--- config.mk ---
export PLATFORM = sky130hd
export DESIGN_NAME = regsb_scoreboard
export DESIGN_NICKNAME = d
export VERILOG_FILES = /design/src/rtl/regsb_pkg.sv /design/src/rtl/regsb_entry.sv /design/src/rtl/regsb_slot.sv /design/src/rtl/regsb_scoreboard.sv
export SDC_FILE = /design/constraint.sdc
export NUM_CORES = 1
export LEC_CHECK = 0
export BUFFER_PORTS_ARGS = -buffer_cell sky130_fd_sc_hd__buf_2
export CAP_MARGIN = 20
export CORE_MARGIN = 1.5
export CORE_UTILIZATION = 45
export CTS_BUF_LIST = sky130_fd_sc_hd__clkbuf_8 sky130_fd_sc_hd__clkbuf_16
export DETAILED_ROUTE_END_ITERATION = 8
export PLACE_DENSITY = 0.66
export REMOVE_ABC_BUFFERS = 1
export SLEW_MARGIN = 20
export SYNTH_ARGS = -nofsm -noshare
export SYNTH_HDL_FRONTEND = slang
export SYNTH_SLANG_ARGS = --single-unit
--- constraint.sdc ---
create_clock -name clk -period 3.5 [get_ports clk]
set_clock_uncertainty 0.1 [all_clocks]
set_input_delay 0.7 -clock clk [delete_from_list [all_inputs] [get_ports clk]]
set_output_delay 0.7 -clock clk [all_outputs]
set_load 0.005 [all_outputs]
--- src/rtl/regsb_pkg.sv ---
package regsb_pkg;
  localparam int unsigned SB_NREG  = 16;
  localparam int unsigned SB_CNT_W = 3;
  localparam int unsigned SB_TKT_W = 3;
  localparam int unsigned SB_NPORT = 2;
endpackage

--- src/rtl/regsb_entry.sv ---
module regsb_entry #(
  parameter int CNT_W = 3,
  parameter int TKT_W = 3
) (
  input  logic             clk,
  input  logic             rst_n,
  input  logic             inc,
  input  logic             dec,
  output logic [CNT_W-1:0] cnt,
  output logic [TKT_W-1:0] iss_tkt,
  output logic [TKT_W-1:0] ret_tkt
);
  localparam logic [CNT_W-1:0] CNT_MAX = '1;

  logic [CNT_W-1:0] cnt_q, cnt_d;
  logic [TKT_W-1:0] iss_q, iss_d, ret_q, ret_d;

  always_comb begin
    cnt_d = cnt_q;
    case ({inc, dec})
      2'b10:   cnt_d = cnt_q + 1'b1;
      2'b01:   cnt_d = cnt_q - 1'b1;
      default: cnt_d = cnt_q;
    endcase
    iss_d = inc ? iss_q + 1'b1 : iss_q;
    ret_d = dec ? ret_q + 1'b1 : ret_q;
  end

  always_ff @(posedge clk or negedge rst_n) begin
    if (!rst_n) begin
      cnt_q <= '0;
      iss_q <= '0;
      ret_q <= '0;
    end else begin
      if (inc || dec) cnt_q <= cnt_d;
      if (inc)        iss_q <= iss_d;
      if (dec)        ret_q <= ret_d;
    end
  end

  assign cnt     = cnt_q;
  assign iss_tkt = iss_q;
  assign ret_tkt = ret_q;

  a_r4_no_overflow: assert property (@(posedge clk) disable iff (!rst_n)
    inc |-> cnt_q != CNT_MAX);
  a_r7_no_underflow: assert property (@(posedge clk) disable iff (!rst_n)
    dec |-> cnt_q != '0);
  a_r8_both_hold: assert property (@(posedge clk) disable iff (!rst_n)
    (inc && dec) |=> cnt_q == $past(cnt_q));
  a_r2_count_matches_tickets: assert property (@(posedge clk) disable iff (!rst_n)
    TKT_W'(iss_q - ret_q) == TKT_W'(cnt_q));
endmodule

--- src/rtl/regsb_slot.sv ---
module regsb_slot #(
  parameter int IDX_W = 4,
  parameter int TKT_W = 3
) (
  input  logic             clk,
  input  logic             rst_n,
  input  logic             in_valid,
  input  logic [IDX_W-1:0] in_dst,
  input  logic [TKT_W-1:0] in_tkt,
  input  logic             grant,
  output logic             ready,
  output logic             held,
  output logic [IDX_W-1:0] dst,
  output logic [TKT_W-1:0] tkt
);
  logic             held_q, held_d, load;
  logic [IDX_W-1:0] dst_q;
  logic [TKT_W-1:0] tkt_q;

  always_comb begin
    ready  = !held_q || grant;
    load   = in_valid && ready;
    held_d = load || (held_q && !grant);
  end

  always_ff @(posedge clk or negedge rst_n) begin
    if (!rst_n) begin
      held_q <= 1'b0;
      dst_q  <= '0;
      tkt_q  <= '0;
    end else begin
      held_q <= held_d;
      if (load) begin
        dst_q <= in_dst;
        tkt_q <= in_tkt;
      end
    end
  end

  assign held = held_q;
  assign dst  = dst_q;
  assign tkt  = tkt_q;

  a_r6_wait_keeps_entry: assert property (@(posedge clk) disable iff (!rst_n)
    (held_q && !grant) |=> (held_q && $stable(dst_q) && $stable(tkt_q)));
  a_r6_grant_needs_entry: assert property (@(posedge clk) disable iff (!rst_n)
    grant |-> held_q);
endmodule

--- src/rtl/regsb_scoreboard.sv ---
module regsb_scoreboard
  import regsb_pkg::*;
#(
  parameter  int NREG  = SB_NREG,
  parameter  int CNT_W = SB_CNT_W,
  parameter  int TKT_W = SB_TKT_W,
  parameter  int NPORT = SB_NPORT,
  localparam int IDX_W = $clog2(NREG)
) (
  input  logic                   clk,
  input  logic                   rst_n,
  input  logic                   dec_valid,
  input  logic                   dec_wr_en,
  input  logic [IDX_W-1:0]       dec_dst,
  input  logic [IDX_W-1:0]       dec_src_a,
  input  logic                   dec_src_a_en,
  input  logic [IDX_W-1:0]       dec_src_b,
  input  logic                   dec_src_b_en,
  output logic                   dec_stall,
  output logic [TKT_W-1:0]       dec_ticket,
  input  logic [NPORT-1:0]       cmp_valid,
  input  logic [NPORT*IDX_W-1:0] cmp_dst,
  input  logic [NPORT*TKT_W-1:0] cmp_ticket,
  output logic [NPORT-1:0]       cmp_ready,
  output logic [NPORT-1:0]       wr_grant,
  output logic [NPORT*IDX_W-1:0] wr_dst
);
  localparam logic [CNT_W-1:0] CNT_MAX = '1;

  logic [CNT_W-1:0] cnt     [NREG];
  logic [TKT_W-1:0] iss_tkt [NREG];
  logic [TKT_W-1:0] ret_tkt [NREG];
  logic [NREG-1:0]  inc_v, dec_v;

  logic [NPORT-1:0] s_held, grant;
  logic [IDX_W-1:0] s_dst [NPORT];
  logic [TKT_W-1:0] s_tkt [NPORT];

  logic busy_a, busy_b, dst_full, hold, accept;

  // Decode gate
  always_comb begin
    busy_a     = dec_src_a_en && (cnt[dec_src_a] != '0);
    busy_b     = dec_src_b_en && (cnt[dec_src_b] != '0);
    dst_full   = dec_wr_en && (cnt[dec_dst] == CNT_MAX);
    hold       = busy_a || busy_b || dst_full;
    dec_stall  = dec_valid && hold;
    accept     = dec_valid && !hold;
    dec_ticket = iss_tkt[dec_dst];
  end

  // Per-register counters and tickets
  for (genvar r = 0; r < NREG; r++) begin : g_reg
    logic hit;
    always_comb begin
      hit = 1'b0;
      for (int p = 0; p < NPORT; p++)
        if (grant[p] && (s_dst[p] == IDX_W'(r))) hit = 1'b1;
    end
    assign dec_v[r] = hit;
    assign inc_v[r] = accept && dec_wr_en && (dec_dst == IDX_W'(r));

    regsb_entry #(.CNT_W(CNT_W), .TKT_W(TKT_W)) u_entry (
      .clk     (clk),
      .rst_n   (rst_n),
      .inc     (inc_v[r]),
      .dec     (dec_v[r]),
      .cnt     (cnt[r]),
      .iss_tkt (iss_tkt[r]),
      .ret_tkt (ret_tkt[r])
    );
  end

  // Completion ports with holding slots
  for (genvar p = 0; p < NPORT; p++) begin : g_port
    regsb_slot #(.IDX_W(IDX_W), .TKT_W(TKT_W)) u_slot (
      .clk      (clk),
      .rst_n    (rst_n),
      .in_valid (cmp_valid[p]),
      .in_dst   (cmp_dst[p*IDX_W +: IDX_W]),
      .in_tkt   (cmp_ticket[p*TKT_W +: TKT_W]),
      .grant    (grant[p]),
      .ready    (cmp_ready[p]),
      .held     (s_held[p]),
      .dst      (s_dst[p]),
      .tkt      (s_tkt[p])
    );
    assign grant[p]                  = s_held[p] && (s_tkt[p] == ret_tkt[s_dst[p]]);
    assign wr_dst[p*IDX_W +: IDX_W]  = s_dst[p];

    for (genvar q = p + 1; q < NPORT; q++) begin : g_pair
      a_r9_distinct_targets: assert property (@(posedge clk) disable iff (!rst_n)
        (grant[p] && grant[q]) |-> (s_dst[p] != s_dst[q]));
    end
  end

  assign wr_grant = grant;

  a_r3_src_a_clear: assert property (@(posedge clk) disable iff (!rst_n)
    (accept && dec_src_a_en) |-> cnt[dec_src_a] == '0);
  a_r3_src_b_clear: assert property (@(posedge clk) disable iff (!rst_n)
    (accept && dec_src_b_en) |-> cnt[dec_src_b] == '0);
endmodule

==> results_dict.tcl <==
set metrics [dict create \
    outcome "finished with violations" \
    violations "negative setup slack" \
    design_area_mm2 0.0128 \
    p_clk_frac 0.188 \
    crit_chain "mux4_2 -> mux4_2 -> mux2i_4 -> buf_6 -> nand4_4 -> o22ai_4 -> ha_4 -> inv_2 -> fa_2 -> xor2_2 -> nor2_2 -> xor2_1" \
    drt_iter0_markers 450 \
    crit_path_frequent_cell "mux4_2" \
    avgRoutedWirePerCell_um 19.1 \
    grt_usage 0.237 \
    wirelength_mm 25.5 \
    place_area_mm2 0.0114 \
    die_area_mm2 0.0227 \
    fin_crit_sh 1.05 \
    io_buffers 49 \
    crit_end "g_reg[6].u_entry.cnt[2]" \
    vdd_drop_max_v 0.000423 \
    final_nets 1144 \
    path_buf_inv 2 \
    worstReg2RegEnd "g_reg[6].u_entry.cnt[2]" \
    slew_viol_final 0 \
    finalHoldViolCount 0 \
    antenna_found_initial 0 \
    ys_ff_latch 160 \
    finalCriticalPeriod_ns 3.68 \
    rsz0062_at_grt "yes" \
    pwr-share-comb 0.482 \
    route.detailed.drc 0 \
    fin_util 0.602 \
    ys_warn_count 0 \
    worstMarginPinSlew_ns 0.673 \
    crit_family "multiplexers" \
    cp-start-kind "register" \
    netlist_top_cells_count "160 x dfrtp_1, 65 x xnor2_1, 58 x inv_1" \
    yosysSeqAreaShare 0.408 \
    synth.largest_area_cell "dfrtp_1" \
    globalplace.congestion 0.896 \
    rows 53 \
    yosys.cell_count.top_type "dfrtp_1" \
    reg2regPathDepth 12 \
    hp-class "in2async" \
    reg2reg_slack_ns -0.18 \
    core_area_mm2 0.0212 \
    syn-mean-instance-area_um2 11.8 \
    yosysTopAreaCellShare 0.408 \
    drive_gt1_frac 0.423 \
    cts.clk_slew.worst_paths_ns 0.07 \
    io_pins 50 \
    vias_per_cell 5.56 \
    intPower_mw 6.18 \
    syn_to_final_growth_pct 30.2 \
    setup_tns_ns -0.567 \
    insertedDiodeCount 0 \
    htreeDepth 4 \
    syn_area_mm2 0.00982 \
    first_pass_iters 5 \
    synth_cells 833 \
    yosys-top-cells-area "dfrtp_1 41%, mux4_2 8.3%, ha_1 6.1%" \
    initial_core_util 0.463 \
    setup_violations 8 \
    drv_cap 0 \
    crit_type "reg2reg" \
    critical_path_depth 12 \
    crit_start "g_port[0].u_slot.dst[2]" \
    worstPathRequired_ns 3.74 \
    end_kind "register" \
    fmaxAchievable_mhz 272 \
    path_max_fanout 6 \
    synth_edf_count 0 \
    cts_buffers 17 \
    grt_pass1_vias 7510 \
    swShare 0.382 \
    max_slew_margin 0.548 \
    arrival_ns 3.92 \
    layout_setup_ws_ns -0.176 \
    cts.sinks 160 \
    max_stage_delay_ns 0.55 \
    antenna_left 0 \
    synth_cell_types 54 \
    ys_async_sr_fraction 1.00 \
    synth_flop_cell "dfrtp_1" \
    worstReg2RegStart "g_port[0].u_slot.dst[2]" \
    place_hpwl_mm 18.7 \
    die-width_um 151 \
    whs_ns 0.161 \
    grt_pass1_wl_mm 40.4 \
    worstSkewPairLatency_ns 0.43 \
    place_ws_ns -0.387 \
    die_h_um 151 \
    vias 7417 \
    grt_max_degree 63 \
    cpMaxStageDelayCell "mux4_2" \
    grt_overflow 0 \
    netSwitchingPower_mw 3.82 \
    power_density_mw_per_mm2 782 \
    seq_power_share 0.330 \
    root_buffer "clkbuf_16" \
    cts_tree "yes" \
    clockBufferDepth 2 \
    power.static_leakage_nw 5.91 \
]
==> per-stage QoR <==
| step | instances | total power [mW] |
|---|---|---|
| floorplan | 798 | 5.62 |
| global placement | 1265 | 7.10 |
| detailed placement | 1265 | 7.26 |
| CTS | 1313 | 9.56 |
| global route | 1334 | 10.7 |
| finish | 1334 | 10.0 |
==> placed cells by master, fill, tap and decap left out, types with 4 or more instances in the layout <==
master	count
dfrtp_2	9
nand2b_1	16
xor2_1	52
fa_2	15
nor3_2	4
clkinvlp_4	4
ha_1	33
mux4_2	40
nor2_4	4
mux2_2	43
a21oi_1	6
buf_12	6
o21ai_0	4
inv_1	43
ha_4	8
buf_6	8
nor3_1	21
nor4_1	7
buf_4	167
clkbuf_16	17
o22ai_1	4
mux2i_1	29
nand4b_1	9
mux2_1	5
o22ai_4	13
a211oi_1	4
nand4_1	27
buf_2	48
nor2b_1	8
inv_2	17
dfrtp_1	151
nor2_1	31
nand3b_1	4
nand2_1	32
nand3_1	29
ha_2	7
xnor2_1	65
==> routing by layer <==
| metal | up-vias | track usage | part of all wire | wire length [µm] |
|---|---|---|---|---|
| li1 | 3409 | - | - | - |
| met1 | 3746 | 0.332 | 0.44 | 11300 |
| met2 | 216 | 0.370 | 0.47 | 12000 |
| met3 | 46 | 0.0448 | 0.058 | 1480 |
| met4 | 0 | 0.0801 | 0.026 | 657 |
| met5 | - | 0 | 0 | 0 |
==> sequential cells by signal, indices dropped and copies added, names as in the netlist <==
name / count
g_port.u_slot.dst: 8
g_port.u_slot.tkt: 6
g_port.u_slot.held: 2
g.u_entry.iss_tkt: 48
g.u_entry.cnt: 48
g.u_entry.ret_tkt: 48
==> worst register-to-register path: stages, from the launching register on <==
cell,delay (ns)
dfrtp_2,0.46
mux4_2,0.53
mux4_2,0.55
mux2i_4,0.25
buf_6,0.14
nand4_4,0.16
o22ai_4,0.27
ha_4,0.18
inv_2,0.05
fa_2,0.39
xor2_2,0.17
nor2_2,0.16
xor2_1,0.19
==> cell type report <==
| type | instances | area (µm²) |
|---|---|---|
| Inverter | 58 | 218 |
| Tap cell | 275 | 344 |
| Sequential cell | 160 | 4020 |
| Fill cell | 1701 | 8440 |
| Clock buffer | 19 | 453 |
| Multi-Input combinational cell | 580 | 5910 |
| Clock inverter | 13 | 138 |
| Timing Repair Buffer | 229 | 1700 |
==> power groups by stage <==
stage / clock [mW] / combinational [mW] / sequential (mW)
after floorplan: 0 / 2.46 / 3.16
after global placement: 0 / 3.84 / 3.26
after detailed placement: 0 / 3.99 / 3.27
after CTS: 1.90 / 4.39 / 3.27
after global routing: 2.00 / 5.25 / 3.41
final: 1.88 / 4.82 / 3.30
==> repair_timing <==
action                                  in CTS  in global routing
setup buffers                               16                 21
pin swaps                                   31                 53
resized for setup                           75                 58
endpoints found under the setup margin      28                 28
hold buffers                                 0                  0
==> cells by family after synthesis <==
| family | after synthesis | share of synthesized area |
|---|---|---|
| muxes | 123 | 0.185 |
| DFF | 160 | 0.408 |
| buffers and inverters | 93 | 0.0390 |
| adders and majority gates | 64 | 0.0938 |
| xor gates and xnor gates | 120 | 0.107 |
| AOI/OAI and AO/OA | 56 | 0.0484 |
| and+or+nand+nor | 217 | 0.118 |
==> worst min path at each step <==
stage | start | end | slack, ns | cells after the start
2_1_floorplan | rst_n | g_port[0].u_slot.dst[0] | 0.30 | 0
3_3_place_gp | g_reg[6].u_entry.iss_tkt[2] | g_reg[6].u_entry.iss_tkt[2] | 0.36 | 1
3_5_place_dp | g_reg[15].u_entry.iss_tkt[2] | g_reg[15].u_entry.iss_tkt[2] | 0.36 | 1
4_1_cts | rst_n | g_port[1].u_slot.dst[1] | 0.18 | 1
5_1_grt | rst_n | g_reg[0].u_entry.ret_tkt[2] | 0.20 | 1
6_report | rst_n | g_reg[0].u_entry.ret_tkt[2] | 0.16 | 1
Power figures use the tool's default switching activity.
